===== config.mk =====
export PLATFORM = sky130hd
export DESIGN_NAME = dbg_mailbox
export DESIGN_NICKNAME = d
export VERILOG_FILES = /design/src/rtl/mbx_pkg.sv /design/src/rtl/mbx_slot.sv /design/src/rtl/mbx_status.sv /design/src/rtl/dbg_mailbox.sv
export SDC_FILE = /design/constraint.sdc
export NUM_CORES = 1
export LEC_CHECK = 0
export BUFFER_PORTS_ARGS = -buffer_cell sky130_fd_sc_hd__buf_2
export CAP_MARGIN = 20
export CORE_ASPECT_RATIO = 1.5
export CORE_UTILIZATION = 31
export CTS_CLUSTER_SIZE = 8
export DETAILED_ROUTE_END_ITERATION = 8
export PLACE_DENSITY = 0.61
export SETUP_SLACK_MARGIN = 0.02
export SYNTH_ARGS = -nofsm -noshare
export SYNTH_HDL_FRONTEND = slang
export SYNTH_SLANG_ARGS = --single-unit

===== constraint.sdc =====
create_clock -name clk -period 0.8 [get_ports clk]
set_input_delay 0 -clock clk [delete_from_list [all_inputs] [get_ports clk]]
set_output_delay 0 -clock clk [all_outputs]
set_load 0.05 [all_outputs]

===== src/rtl/mbx_pkg.sv =====
package mbx_pkg;
    localparam int MBX_DATA_W  = 32;
    localparam int MBX_STAT_W  = 32;
    localparam int MBX_RX_BIT  = 30;
    localparam int MBX_TX_BIT  = 29;

    typedef enum logic {
        SLOT_EMPTY = 1'b0,
        SLOT_FULL  = 1'b1
    } slot_state_t;
endpackage


===== src/rtl/mbx_slot.sv =====
// One-word slot: a producer fills it, a consumer drains it, and a fill beats a drain.
module mbx_slot
    import mbx_pkg::*;
#(
    parameter int W = MBX_DATA_W
) (
    input  logic         clk,
    input  logic         rst_n,
    input  logic         fill,
    input  logic [W-1:0] fill_data,
    input  logic         drain,
    output logic         full,
    output logic [W-1:0] word
);
    slot_state_t  st_q, st_nx;
    logic [W-1:0] word_q;

    // State register
    always_ff @(posedge clk or negedge rst_n) begin
        if (!rst_n) st_q <= SLOT_EMPTY;
        else        st_q <= st_nx;
    end

    // Transitions: FILL, DRAIN, OVERWRITE, IDLE
    always_comb begin
        st_nx = st_q;
        unique case (st_q)
            SLOT_EMPTY: if (fill)           st_nx = SLOT_FULL;   // FILL
            SLOT_FULL:  if (!fill && drain) st_nx = SLOT_EMPTY;  // DRAIN
            default:                        st_nx = SLOT_EMPTY;
        endcase
    end

    // Data register: every fill captures, including an overwrite
    always_ff @(posedge clk or negedge rst_n) begin
        if (!rst_n)    word_q <= '0;
        else if (fill) word_q <= fill_data;
    end

    // Outputs
    always_comb begin
        full = (st_q == SLOT_FULL);
        word = word_q;
    end
endmodule


===== src/rtl/mbx_status.sv =====
// Builds the status word from the two flags; every other bit is zero.
module mbx_status #(
    parameter int W      = 32,
    parameter int RX_BIT = 30,
    parameter int TX_BIT = 29
) (
    input  logic         rx_full,
    input  logic         tx_full,
    output logic [W-1:0] word
);
    for (genvar b = 0; b < W; b++) begin : g_bit
        if (b == RX_BIT) begin : g_rx
            assign word[b] = rx_full;
        end else if (b == TX_BIT) begin : g_tx
            assign word[b] = tx_full;
        end else begin : g_zero
            assign word[b] = 1'b0;
        end
    end
endmodule


===== src/rtl/dbg_mailbox.sv =====
module dbg_mailbox
    import mbx_pkg::*;
#(
    parameter int DATA_W = MBX_DATA_W,
    parameter int STAT_W = MBX_STAT_W,
    parameter int RX_BIT = MBX_RX_BIT,
    parameter int TX_BIT = MBX_TX_BIT
) (
    input  logic              clk,
    input  logic              rst_n,
    input  logic              dbg_rx_wr,
    input  logic [DATA_W-1:0] dbg_rx_wdata,
    input  logic              dbg_tx_rd,
    output logic [DATA_W-1:0] dbg_tx_rdata,
    input  logic              cpu_rx_rd,
    output logic [DATA_W-1:0] cpu_rx_rdata,
    input  logic              cpu_tx_wr,
    input  logic [DATA_W-1:0] cpu_tx_wdata,
    output logic [STAT_W-1:0] status
);
    localparam int NCH   = 2;
    localparam int CH_RX = 0;
    localparam int CH_TX = 1;

    logic              fill_v  [NCH];
    logic              drain_v [NCH];
    logic [DATA_W-1:0] data_v  [NCH];
    logic              full_v  [NCH];
    logic [DATA_W-1:0] word_v  [NCH];

    // Receive: the debugger produces, the processor consumes.
    // Transmit: the processor produces, the debugger consumes.
    always_comb begin
        fill_v[CH_RX]  = dbg_rx_wr;
        data_v[CH_RX]  = dbg_rx_wdata;
        drain_v[CH_RX] = cpu_rx_rd;
        fill_v[CH_TX]  = cpu_tx_wr;
        data_v[CH_TX]  = cpu_tx_wdata;
        drain_v[CH_TX] = dbg_tx_rd;
    end

    for (genvar c = 0; c < NCH; c++) begin : g_slot
        mbx_slot #(.W(DATA_W)) u_slot (
            .clk      (clk),
            .rst_n    (rst_n),
            .fill     (fill_v[c]),
            .fill_data(data_v[c]),
            .drain    (drain_v[c]),
            .full     (full_v[c]),
            .word     (word_v[c])
        );
    end

    assign cpu_rx_rdata = word_v[CH_RX];
    assign dbg_tx_rdata = word_v[CH_TX];

    mbx_status #(.W(STAT_W), .RX_BIT(RX_BIT), .TX_BIT(TX_BIT)) u_status (
        .rx_full(full_v[CH_RX]),
        .tx_full(full_v[CH_TX]),
        .word   (status)
    );
endmodule


Word level (Yosys, flattened, before mapping)
Index checks and enable logic that the tools add are counted.

Register bits: 66. Input port bits: 70. Output and inout port bits: 96. Logic and storage cells: 16.

Muxes and demuxes: 6. Bitwise logic cells: 2. Reduce and logical (&&, ||, !) cells: 4.

Operators by type and width (count): $mux W1 (4); $pmux W1 S2 (2); $logic_and A1 B1 Y1 (2); $logic_not A1 Y1 (2); $not A1 Y1 (2).

Depth between registers and ports, before layout
Gate-level depths: netlist of the first run.

Depth after elaboration: 4. Mapped depth: 3.

Hierarchy
From an unflattened synthesis of the first run, not the netlist that was laid out.

Cell total of the unflattened synthesis: 175. Area total of the unflattened synthesis: 2999.1 sq um.

By module, submodules not included: mbx_slot (times used 2, cells an instance 71, area each 1377.6 sq um, seq. area each 825.8 sq um); mbx_status (times used 1, cells an instance 33, area each 244.0 sq um, seq. area each 0.0 sq um).

Worst setup path after synthesis of the first run
OpenSTA, ideal clock, no wires.

Path type: register -> register. Start point: register, netlist name g_slot[0].u_slot.word[0]. End point: register g_slot[0].u_slot.word_q[0]. Library setup time: 125 ps. Data arrival time: 869 ps. Required time: 675 ps. Slack: -194 ps. Stages on the path, launching flop included: 2. Buffers on the path: 0. Period minus slack after synthesis: 994 ps. Cell sequence: dfrtp_1 mux2_4.

RTL lines: to (signal assigned) (line mbx_slot.sv:37) `else if (fill) word_q <= fill_data;`; to (decl) (line mbx_slot.sv:16) `logic [W-1:0] word_q;`.

Worst setup path in the final report of the first run
Start point: register g_slot[0].u_slot.word_q[5]. End point: output port cpu_rx_rdata[5].

RTL lines: to (decl) (line dbg_mailbox.sv:16) `output logic [DATA_W-1:0] cpu_rx_rdata,`.

No word-level cell between the ends.

==> metrics.cfg, run 1 <==
[global_routing]
use_met2_pct = 23.66
use_met3_pct = 5.279
grt_first_pass_wirelength_um = 10520
grt_overflow = 0
grt_max_degree = 41
grt_usage_pct = 14.25
grt.busiest_layer = met2
gr-usage-met1_pct = 15.69
antenna_found_initial = 0
grt_pass1_vias = 2237

[logic_synthesis]
yosysUniqueCellTypes = 9
syn_area_mm2 = 0.002999
synth.avg_cell_area_um2 = 17.14
syn_inst = 175
ys_warn_count = 0
ys_seq_elements = 66
yosysSeqAreaShare_pct = 55.07

[hold_path]
whs_endpoint = g_slot[0].u_slot.full
hp-class = in2reg
hold_path_depth = 3
min_from = dbg_rx_wr

[power]
p_clk_share_pct = 34.5
powerDensity_mw_per_mm2 = 2230
comb_power_share_pct = 30.5
p_leak_nw = 2.487
ir_drop_v = 0.001223
intPower_mw = 7.784
switchingPower_mw = 3.650
swShare_pct = 31.92
power_frac_seq_pct = 34.9

[placed_design]
io_buffers = 135
gp_congestion = 0.6810
preCtsSetupSlack_ps = -1.611
hpwl_um = 4147
place_area_mm2 = 0.003729

[clock_tree]
cts.htree.levels = 3
clk_latency_ps = 320
cts_buffers = 9
cts_sinks = 66
cts_tree = done
cts.clk_slew.worst_paths_ps = 60
cts_root_buffer = clkbuf_16
cts_buffer_depth = 2

[sta]
maxSlewViolCount = 0
fin_skew_ps = 0
hold_violations = 0
fin_crit_sh_pct = 112.6
rsz0062_at_grt = yes
max_freq_mhz = 1110
min_period_ps = 900.8
setup_viol = 69
worst_slack_ps = -100.8

[worst_setup_path]
r2r_cells = 1
reg2reg_slack_ps = 0
worstPathMaxFanout = 2
cp.required_ps = 800
critical-path-top-delay-family = flip-flops
crit_path_top_delay_cell = dfrtp_2
reg2reg_to = g_slot[1].u_slot.word[19]
crit_path_end_kind = output pin
worst-setup-path-type = reg2out
critPathMaxStageDelay_ps = 420
cp.arrival_ps = 900
crit_path_start_kind = register
worstPathCellList = buf_6
rr_startpoint = g_slot[1].u_slot.word[19]
path_buf_inv = 1

[routing]
drc = 0
vias = 2058
ant_nets = 0
wl_um = 6870
drtIter0Drc = 57
vias_per_cell = 4.108
drt_first_pass_iters = 4
wl_per_cell_um = 13.71

[finish]
regArea_mm2 = 0.001732
final_cell_mix = buf_2 (69), dlygate4sd3_1 (67), buf_6 (66)
nFillCells = 754
multi_input_area_mm2 = 0.001070
design_area_mm2 = 0.005129
drive_gt1_share_pct = 73.52
nets = 454
area_growth_pct = 71.01
antenna_cells = 0
layout.cells.most_common = buf_2

[outcome]
outcome = finished, violations left
failed_checks = negative setup slack

[floorplan]
fp.dieH_um = 122.5
start_util_pct = 32.22
rows = 43
die_area_mm2 = 0.01008
die_x_um = 82.31
design.portCount = 166
core_area_mm2 = 0.009308

[job]
cap_violations = 0

## cell usage after synthesis, drive strengths merged
| master | n | area [µm²] |
|---|---|---|
| dfrtp | 66 | 1652 |
| conb | 1 | 3.750 |
| a21o | 2 | 15.01 |
| buf | 40 | 382.9 |
| inv | 2 | 7.510 |
| mux2 | 64 | 938.4 |
## routing by layer
layer  vias up  wire [µm]
li1        943          -
met1      1010       2629
met2        96       3610
met3         9        508
met4         0        121
met5         -          0
## flip-flops by register name (all words and copies together), names as in the netlist
name and cells:
g_slot.u_slot.full 2, g_slot.u_slot.word 64
## timing repair
| action | in CTS | in global routing |
|---|---|---|
| resized for setup | 132 | 1 |
| setup endpoints to repair | 80 | 129 |
| hold endpoints to repair | 132 | 0 |
| hold buffers | 67 | 0 |
| setup buffers | 0 | 1 |
| pin swaps | 0 | 0 |
## metrics by stage
stage                     instances  setup TNS, ps  power, mW  hold WS (ps)  util (%)
after floorplan                 204          -6963      6.249        -295.6         -
after global placement          417              0      6.747         4.262     40.06
after detailed placement        417         -2.534      6.774         1.242     40.06
after CTS                       500          -6389      11.54         101.5     54.98
after global routing            501          -7884      11.93         118.5     55.10
final                           501          -5449      11.43         111.6     55.10
## power by group through the flow
stage | registers (mW) | clock network [mW] | logic, mW
floorplan | 5.13 | 0 | 1.12
global placement | 3.96 | 0 | 2.79
detailed placement | 3.95 | 0 | 2.82
CTS | 4.00 | 4.07 | 3.48
global route | 4.03 | 4.25 | 3.65
finish | 3.99 | 3.95 | 3.49
## final cells by class
class	instances	area share [%]
Clock inverter	5	1.025
Inverter	2	0.1464
Sequential cell	66	33.76
Clock buffer	11	4.928
Multi-Input combinational cell	96	20.86
Timing Repair Buffer	209	36.55
Tap cell	112	2.732
## kinds of logic (layout without fill, tap and decap cells)
logic type             after synthesis  in the layout  synth area share, %
AO/OA/AOI/OAI                        2              2               0.5005
buffers and inverters               42            227                13.02
flip-flops                          66             66                55.07
multiplexers                        64             64                31.29
other                                1             30               0.1250
## worst max-delay path by stage
stage | to | slack [ps] | cells past startpoint | from
5_1_grt | cpu_rx_rdata[13] | -130 | 1 | g_slot[0].u_slot.word[13]
4_1_cts | cpu_rx_rdata[12] | -110 | 1 | g_slot[0].u_slot.word[12]
3_5_place_dp | g_slot[0].u_slot.word[5] | -2 | 3 | dbg_rx_wr
6_report | cpu_rx_rdata[5] | -100 | 1 | g_slot[0].u_slot.word[5]
3_3_place_gp | g_slot[0].u_slot.word[5] | 20 | 3 | dbg_rx_wr
2_1_floorplan | g_slot[0].u_slot.word[0] | -110 | 1 | g_slot[0].u_slot.word[0]
Power figures use the tool's default switching activity.
==> run 2: changes to the inputs <==
--- a/config.mk
+++ b/config.mk
@@ -7,11 +7,13 @@
 export LEC_CHECK = 0
 export BUFFER_PORTS_ARGS = -buffer_cell sky130_fd_sc_hd__buf_2
 export CAP_MARGIN = 20
+export CELL_PAD_IN_SITES_DETAIL_PLACEMENT = 0
+export CELL_PAD_IN_SITES_GLOBAL_PLACEMENT = 2
 export CORE_ASPECT_RATIO = 1.5
-export CORE_UTILIZATION = 31
+export CORE_UTILIZATION = 25
 export CTS_CLUSTER_SIZE = 8
 export DETAILED_ROUTE_END_ITERATION = 8
-export PLACE_DENSITY = 0.61
+export PLACE_DENSITY = 0.74
 export SETUP_SLACK_MARGIN = 0.02
 export SYNTH_ARGS = -nofsm -noshare
 export SYNTH_HDL_FRONTEND = slang
==> metrics.cfg, run 2 (synthesis results as in run 1) <==
[sta]
fin_tns_setup_ps = -5517  ; -67.90 ps
max_freq_mhz = 1112  ; +0.13%
fin_skew_ps = 0  ; unchanged
worst_slack_ps = -99.62  ; +1.198 ps
rsz0062_at_grt = yes
setup_viol = 70  ; +1.4%
hold_violations = 0  ; unchanged
fin_crit_sh_pct = 112.5  ; -0.15 points
maxSlewViolCount = 0  ; unchanged
min_period_ps = 899.6  ; -1.198 ps

[finish]
stdcell_count = 536  ; +7.0%
largest_reg_flops = 64  ; unchanged
area_growth_pct = 71.71
drive_gt1_share_pct = 73.32  ; -0.21 points
final_cell_mix = buf_2 (69), dlygate4sd3_1 (67), buf_6 (65)
utilization_pct = 44.43  ; -11 points
design_area_mm2 = 0.005150  ; +0.41%
nets = 452  ; -0.44%
layout.cells.most_common = buf_2
antenna_cells = 0  ; unchanged
nFillCells = 1035  ; +37%

[worst_setup_path]
crit_path_start_kind = register
rr_startpoint = g_slot[1].u_slot.word[15]
critical-path-top-delay-family = flip-flops
worstPathMaxFanout = 2  ; unchanged
worstPathCellList = buf_6
crit_path_end_kind = output pin
critPathMaxStageDelay_ps = 420  ; about the same
crit_start = g_slot[1].u_slot.word[29]
cp.required_ps = 800  ; about the same
crit_path_top_delay_cell = dfrtp_2
worst-setup-path-type = reg2out
cp.arrival_ps = 900  ; about the same
path_buf_inv = 1  ; unchanged

[clock_tree]
cts_tree = done
clk_latency_ps = 320  ; about the same
cts.htree.levels = 3  ; unchanged
cts_root_buffer = clkbuf_16
cts_buffers = 9  ; unchanged
cts_buffer_depth = 2  ; unchanged
cts.clk_slew.worst_paths_ps = 60  ; about the same
post_cts_buffers = 0  ; unchanged
cts_sinks = 66  ; unchanged

[outcome]
outcome = finished, violations left
failed_checks = negative setup slack

[global_routing]
grt_pass1_vias = 2215  ; -0.98%
grt_overflow = 0  ; unchanged
antenna_found_initial = 0  ; unchanged
grt_usage_pct = 11.50  ; -2.8 points
grt_first_pass_wirelength_um = 10840  ; +3.1%
grt_max_degree = 67  ; +63%

[floorplan]
design.portCount = 166  ; unchanged
die_x_um = 91.43  ; +11%
rows = 48  ; +12%
die_area_mm2 = 0.01245  ; +23%
start_util_pct = 25.87  ; -6.3 points
fp.dieH_um = 136.1  ; +11%
core_area_mm2 = 0.01159  ; +25%

[routing]
wl_um = 6894  ; +0.35%
drtIter0Drc = 23  ; -60%
vias = 2047  ; -0.53%
drt_first_pass_iters = 4  ; unchanged
ant_nets = 0  ; unchanged
vias_per_cell = 3.819  ; -7.0%
wl_per_cell_um = 12.86  ; -6.2%
drc = 0  ; unchanged

[placed_design]
dpl.cell_count = 454  ; +8.9%
gp_congestion = 0.6782  ; -0.41%
place_area_mm2 = 0.003769  ; +1.1%
io_buffers = 135  ; unchanged
hpwl_um = 4421  ; +6.6%

[hold_path]
hp-class = in2reg
min_from = dbg_rx_wr

[power]
ir_drop_v = 0.0009597  ; -22%
p_total_mw = 11.31  ; -1.1%
powerDensity_mw_per_mm2 = 2195  ; -1.5%
p_leak_nw = 2.463  ; -0.94%

[job]
cap_violations = 0  ; unchanged

-- run 2: final cells by class --
class,count,area [µm²],area share [%]
clock buffer,10,239.0,4.640
clock inverter,5,55.05,1.069
inverter,2,7.507,0.1458
multi-input combinational,96,1066,20.70
sequential,66,1732,33.62
tap,150,187.7,3.644
timing repair buffer,207,1863,36.18
-- run 2: path summary, 6_finish.rpt --
check                                             to  slack [ps]  depth (start not counted)
hold / removal             g_slot[0].u_slot.word[23]          20                          2
min in group asynchronous  g_slot[1].u_slot.word[28]         230                          3
max in group asynchronous   g_slot[0].u_slot.word[0]         270                          3
setup reg to reg           g_slot[1].u_slot.word[15]           0                          1
hold reg to reg                g_slot[0].u_slot.full         500                          1
setup / recovery                    dbg_tx_rdata[29]        -100                          1
-- run 2: timing repair --
action,in CTS,in global routing
endpoints found under the hold margin,132,0
setup endpoints to repair,79,130
hold buffers,67,0
gates resized for setup,132,1
-- run 2: metal layers --
layer / up-vias / part of all wire [%] / track usage [%]
met2: 104 / 55 / 20.93
met1: 989 / 37 / 11.71
met5: - / 0 / 0
met3: 11 / 5.3 / 3.300
li1: 943 / - / -
met4: 0 / 2.5 / 6.437
-- run 2: per-stage QoR --
stage	hold WS [ps]	worst slack (ps)
2_1_floorplan	-295.6	-109.5
3_3_place_gp	44.98	14.32
3_5_place_dp	49.11	-5.607
4_1_cts	3.802	-116.6
5_1_grt	7.889	-137.8
6_report	21.21	-99.62
-- run 2: power by group --
| part | switching, mW | internal, mW |
|---|---|---|
| Clock | 1.37 | 2.46 |
| Combinational | 2.00 | 1.48 |
| Sequential | 0.259 | 3.74 |
==> run 3: changes to the inputs <==
--- a/config.mk
+++ b/config.mk
@@ -5,16 +5,18 @@
 export SDC_FILE = /design/constraint.sdc
 export NUM_CORES = 1
 export LEC_CHECK = 0
+export ABC_AREA = 1
 export BUFFER_PORTS_ARGS = -buffer_cell sky130_fd_sc_hd__buf_2
 export CAP_MARGIN = 20
 export CELL_PAD_IN_SITES_DETAIL_PLACEMENT = 0
 export CELL_PAD_IN_SITES_GLOBAL_PLACEMENT = 2
 export CORE_ASPECT_RATIO = 1.5
-export CORE_UTILIZATION = 25
+export CORE_UTILIZATION = 21
 export CTS_CLUSTER_SIZE = 8
 export DETAILED_ROUTE_END_ITERATION = 8
 export PLACE_DENSITY = 0.74
 export SETUP_SLACK_MARGIN = 0.02
+export SKIP_CTS_REPAIR_TIMING = 1
 export SYNTH_ARGS = -nofsm -noshare
 export SYNTH_HDL_FRONTEND = slang
 export SYNTH_SLANG_ARGS = --single-unit
==> metrics.cfg, run 3 <==
[power]
p_leak_nw = 2.607  ; +5.8%
p_total_mw = 11.39  ; +0.71%
switchingPower_mw = 3.613  ; -0.38%
intPower_mw = 7.773  ; +1.2%
power_frac_seq_pct = 34.4  ; -0.9 points
comb_power_share_pct = 26.8  ; -4.0 points
ir_drop_v = 0.0008061  ; -16%
swShare_pct = 31.73  ; -0.35 points
p_clk_share_pct = 38.8  ; +4.9 points
powerDensity_mw_per_mm2 = 2247  ; +2.3%

[finish]
layout.cells.most_common = nand2_1
drive_gt1_share_pct = 45.71  ; -28 points
largest_reg_flops = 64  ; unchanged
nets = 590  ; +31%
nFillCells = 1328  ; +28%
area_growth_pct = 76.39
final_cell_mix = nand2_1 (184), buf_2 (68), dlygate4sd3_1 (67)
antenna_cells = 0  ; unchanged
stdcell_count = 687  ; +28%

[global_routing]
grt_first_pass_wirelength_um = 11320  ; +4.5%
grt_usage_pct = 10.08  ; -1.4 points
grt_pass1_vias = 2283  ; +3.1%
grt_overflow = 0  ; unchanged
antenna_found_initial = 0  ; unchanged
grt_max_degree = 37  ; -45%

[worst_setup_path]
cp.arrival_ps = 900  ; about the same
critPathMaxStageDelay_ps = 420  ; about the same
worst-setup-path-type = reg2out
crit_path_top_delay_cell = dfrtp_2
crit_path_start_kind = register
path_buf_inv = 1  ; unchanged
worstPathMaxFanout = 2  ; unchanged
crit_path_end_kind = output pin
critical-path-top-delay-family = flip-flops
cp.required_ps = 800  ; about the same
worstPathCellList = buf_6

[logic_synthesis]
synthTopCellsByArea = dfrtp_1 (57%), nand2_1 (24%), buf_4 (8.4%), clkbuf_8 (2.9%), buf_6 (2.7%)
synth_common_cells = nand2_1 (184), dfrtp_1 (66), buf_4 (32)
synth_largest_area_cell = dfrtp_1
yosysMostFrequentCell = nand2_1
yosysUniqueCellTypes = 10  ; +1
synth_top_flop_cell = dfrtp_1
ys_seq_elements = 66  ; unchanged
syn_inst = 313  ; +79%
synth_top_area_share_pct = 57.49  ; +2.4 points
synth.avg_cell_area_um2 = 9.178  ; -46%
async_flop_share_pct = 100.0  ; unchanged
yosysSeqAreaShare_pct = 57.49  ; +2.4 points
synth_edf_count = 0  ; unchanged
syn_area_mm2 = 0.002873  ; -4.2%
ys_warn_count = 0  ; unchanged

[placed_design]
io_buffers = 135  ; unchanged
dpl.cell_count = 598  ; +32%
gp_congestion = 0.6979  ; +2.9%
preCtsSetupSlack_ps = 174.8  ; +180.4 ps
hpwl_um = 4924  ; +11%

[routing]
drtIter0Drc = 44  ; +91%
routed.top_layer = met4
wl_per_cell_um = 10.98  ; -15%
wl_met2_um = 3825  ; +0.45%
vias = 2576  ; +26%
drt_first_pass_iters = 5  ; +1
vias_per_cell = 3.750  ; -1.8%
met3_wirelength_um = 478  ; +31%
ant_nets = 0  ; unchanged
drc = 0  ; unchanged
met1Wirelength_um = 3122  ; +23%
wl_um = 7540  ; +9.4%

[floorplan]
design.portCount = 166  ; unchanged
die_area_mm2 = 0.01416  ; +14%
die_x_um = 97.50  ; +6.6%
fp.dieH_um = 145.2  ; +6.7%
start_util_pct = 21.43  ; -4.4 points
rows = 52  ; +8.3%
core_area_mm2 = 0.01340  ; +16%

[sta]
maxSlewViolCount = 0  ; unchanged
worst_slack_ps = -100.6  ; -1.009 ps
rsz0062_at_grt = yes
fin_hold_ws_ps = -1.979  ; -23.18 ps
fin_crit_sh_pct = 112.6  ; +0.13 points
hold_violations = 1  ; +1
setup_viol = 66  ; -5.7%
fin_tns_setup_ps = -5615  ; -97.43 ps
fin_skew_ps = 0  ; unchanged
min_period_ps = 900.6  ; +1.009 ps
max_freq_mhz = 1110  ; -0.11%

[outcome]
outcome = finished, violations left
failed_checks = negative hold slack, negative setup slack

[clock_tree]
cts.clk_slew.worst_paths_ps = 50  ; about the same
clk_latency_ps = 320  ; about the same
cts_root_buffer = clkbuf_16
cts_tree = done
cts.htree.levels = 3  ; unchanged
cts_buffers = 9  ; unchanged
cts_buffer_depth = 2  ; unchanged
cts_sinks = 66  ; unchanged

[job]
cap_violations = 0  ; unchanged

[hold_path]
hp-class = in2reg

[run 3: power groups by stage]
stage	sequential (mW)	clock (mW)	combinational, mW
after floorplan	4.94	0	0.885
final	3.92	4.42	3.05
after global placement	3.89	0	2.40
after global routing	3.95	4.77	3.23
after detailed placement	3.90	0	2.41
after CTS	3.84	4.60	2.41
[run 3: final timing paths]
check                                            endpoint  slack (ps)                       from  cells after the start
min in group asynchronous       g_slot[0].u_slot.word[22]         170                      rst_n                      3
worst min register to register  g_slot[1].u_slot.word[28]         490  g_slot[1].u_slot.word[28]                      2
worst max-delay path                     dbg_tx_rdata[26]        -100  g_slot[1].u_slot.word[26]                      1
max in group asynchronous        g_slot[1].u_slot.word[8]         210                      rst_n                      3
worst min-delay path            g_slot[1].u_slot.word[31]          -2                  cpu_tx_wr                      3
worst max register to register  g_slot[1].u_slot.word[13]          40  g_slot[1].u_slot.word[13]                      3
[run 3: kinds of logic after synthesis]
group | share of synthesized area [%]
buf+inv | 15.72
flops | 57.49
other cells | 0.1305
simple gates | 26.65
[run 3: stage by stage]
stage | cell area (µm²) | utilization [%]
floorplan | 3062 | -
global route | 5067 | 37.81
detailed placement | 3596 | 26.83
finish | 5067 | 37.81
global placement | 3596 | 26.83
CTS | 3935 | 29.36
[run 3: final cells by class]
class	instances	area (µm²)	area share [%]
multi-input combinational	226	878.3	17.33
timing repair buffer	213	1886	37.21
tap	162	202.7	4.000
clock buffer	12	266.5	5.259
sequential	66	1732	34.17
clock inverter	4	72.57	1.432
inverter	4	30.03	0.5926
[run 3: metal layers]
layer	vias up	global-route usage [%]
met1	1173	11.77
met5	-	0
li1	1279	-
met2	116	16.64
met3	8	3.420
met4	0	4.412
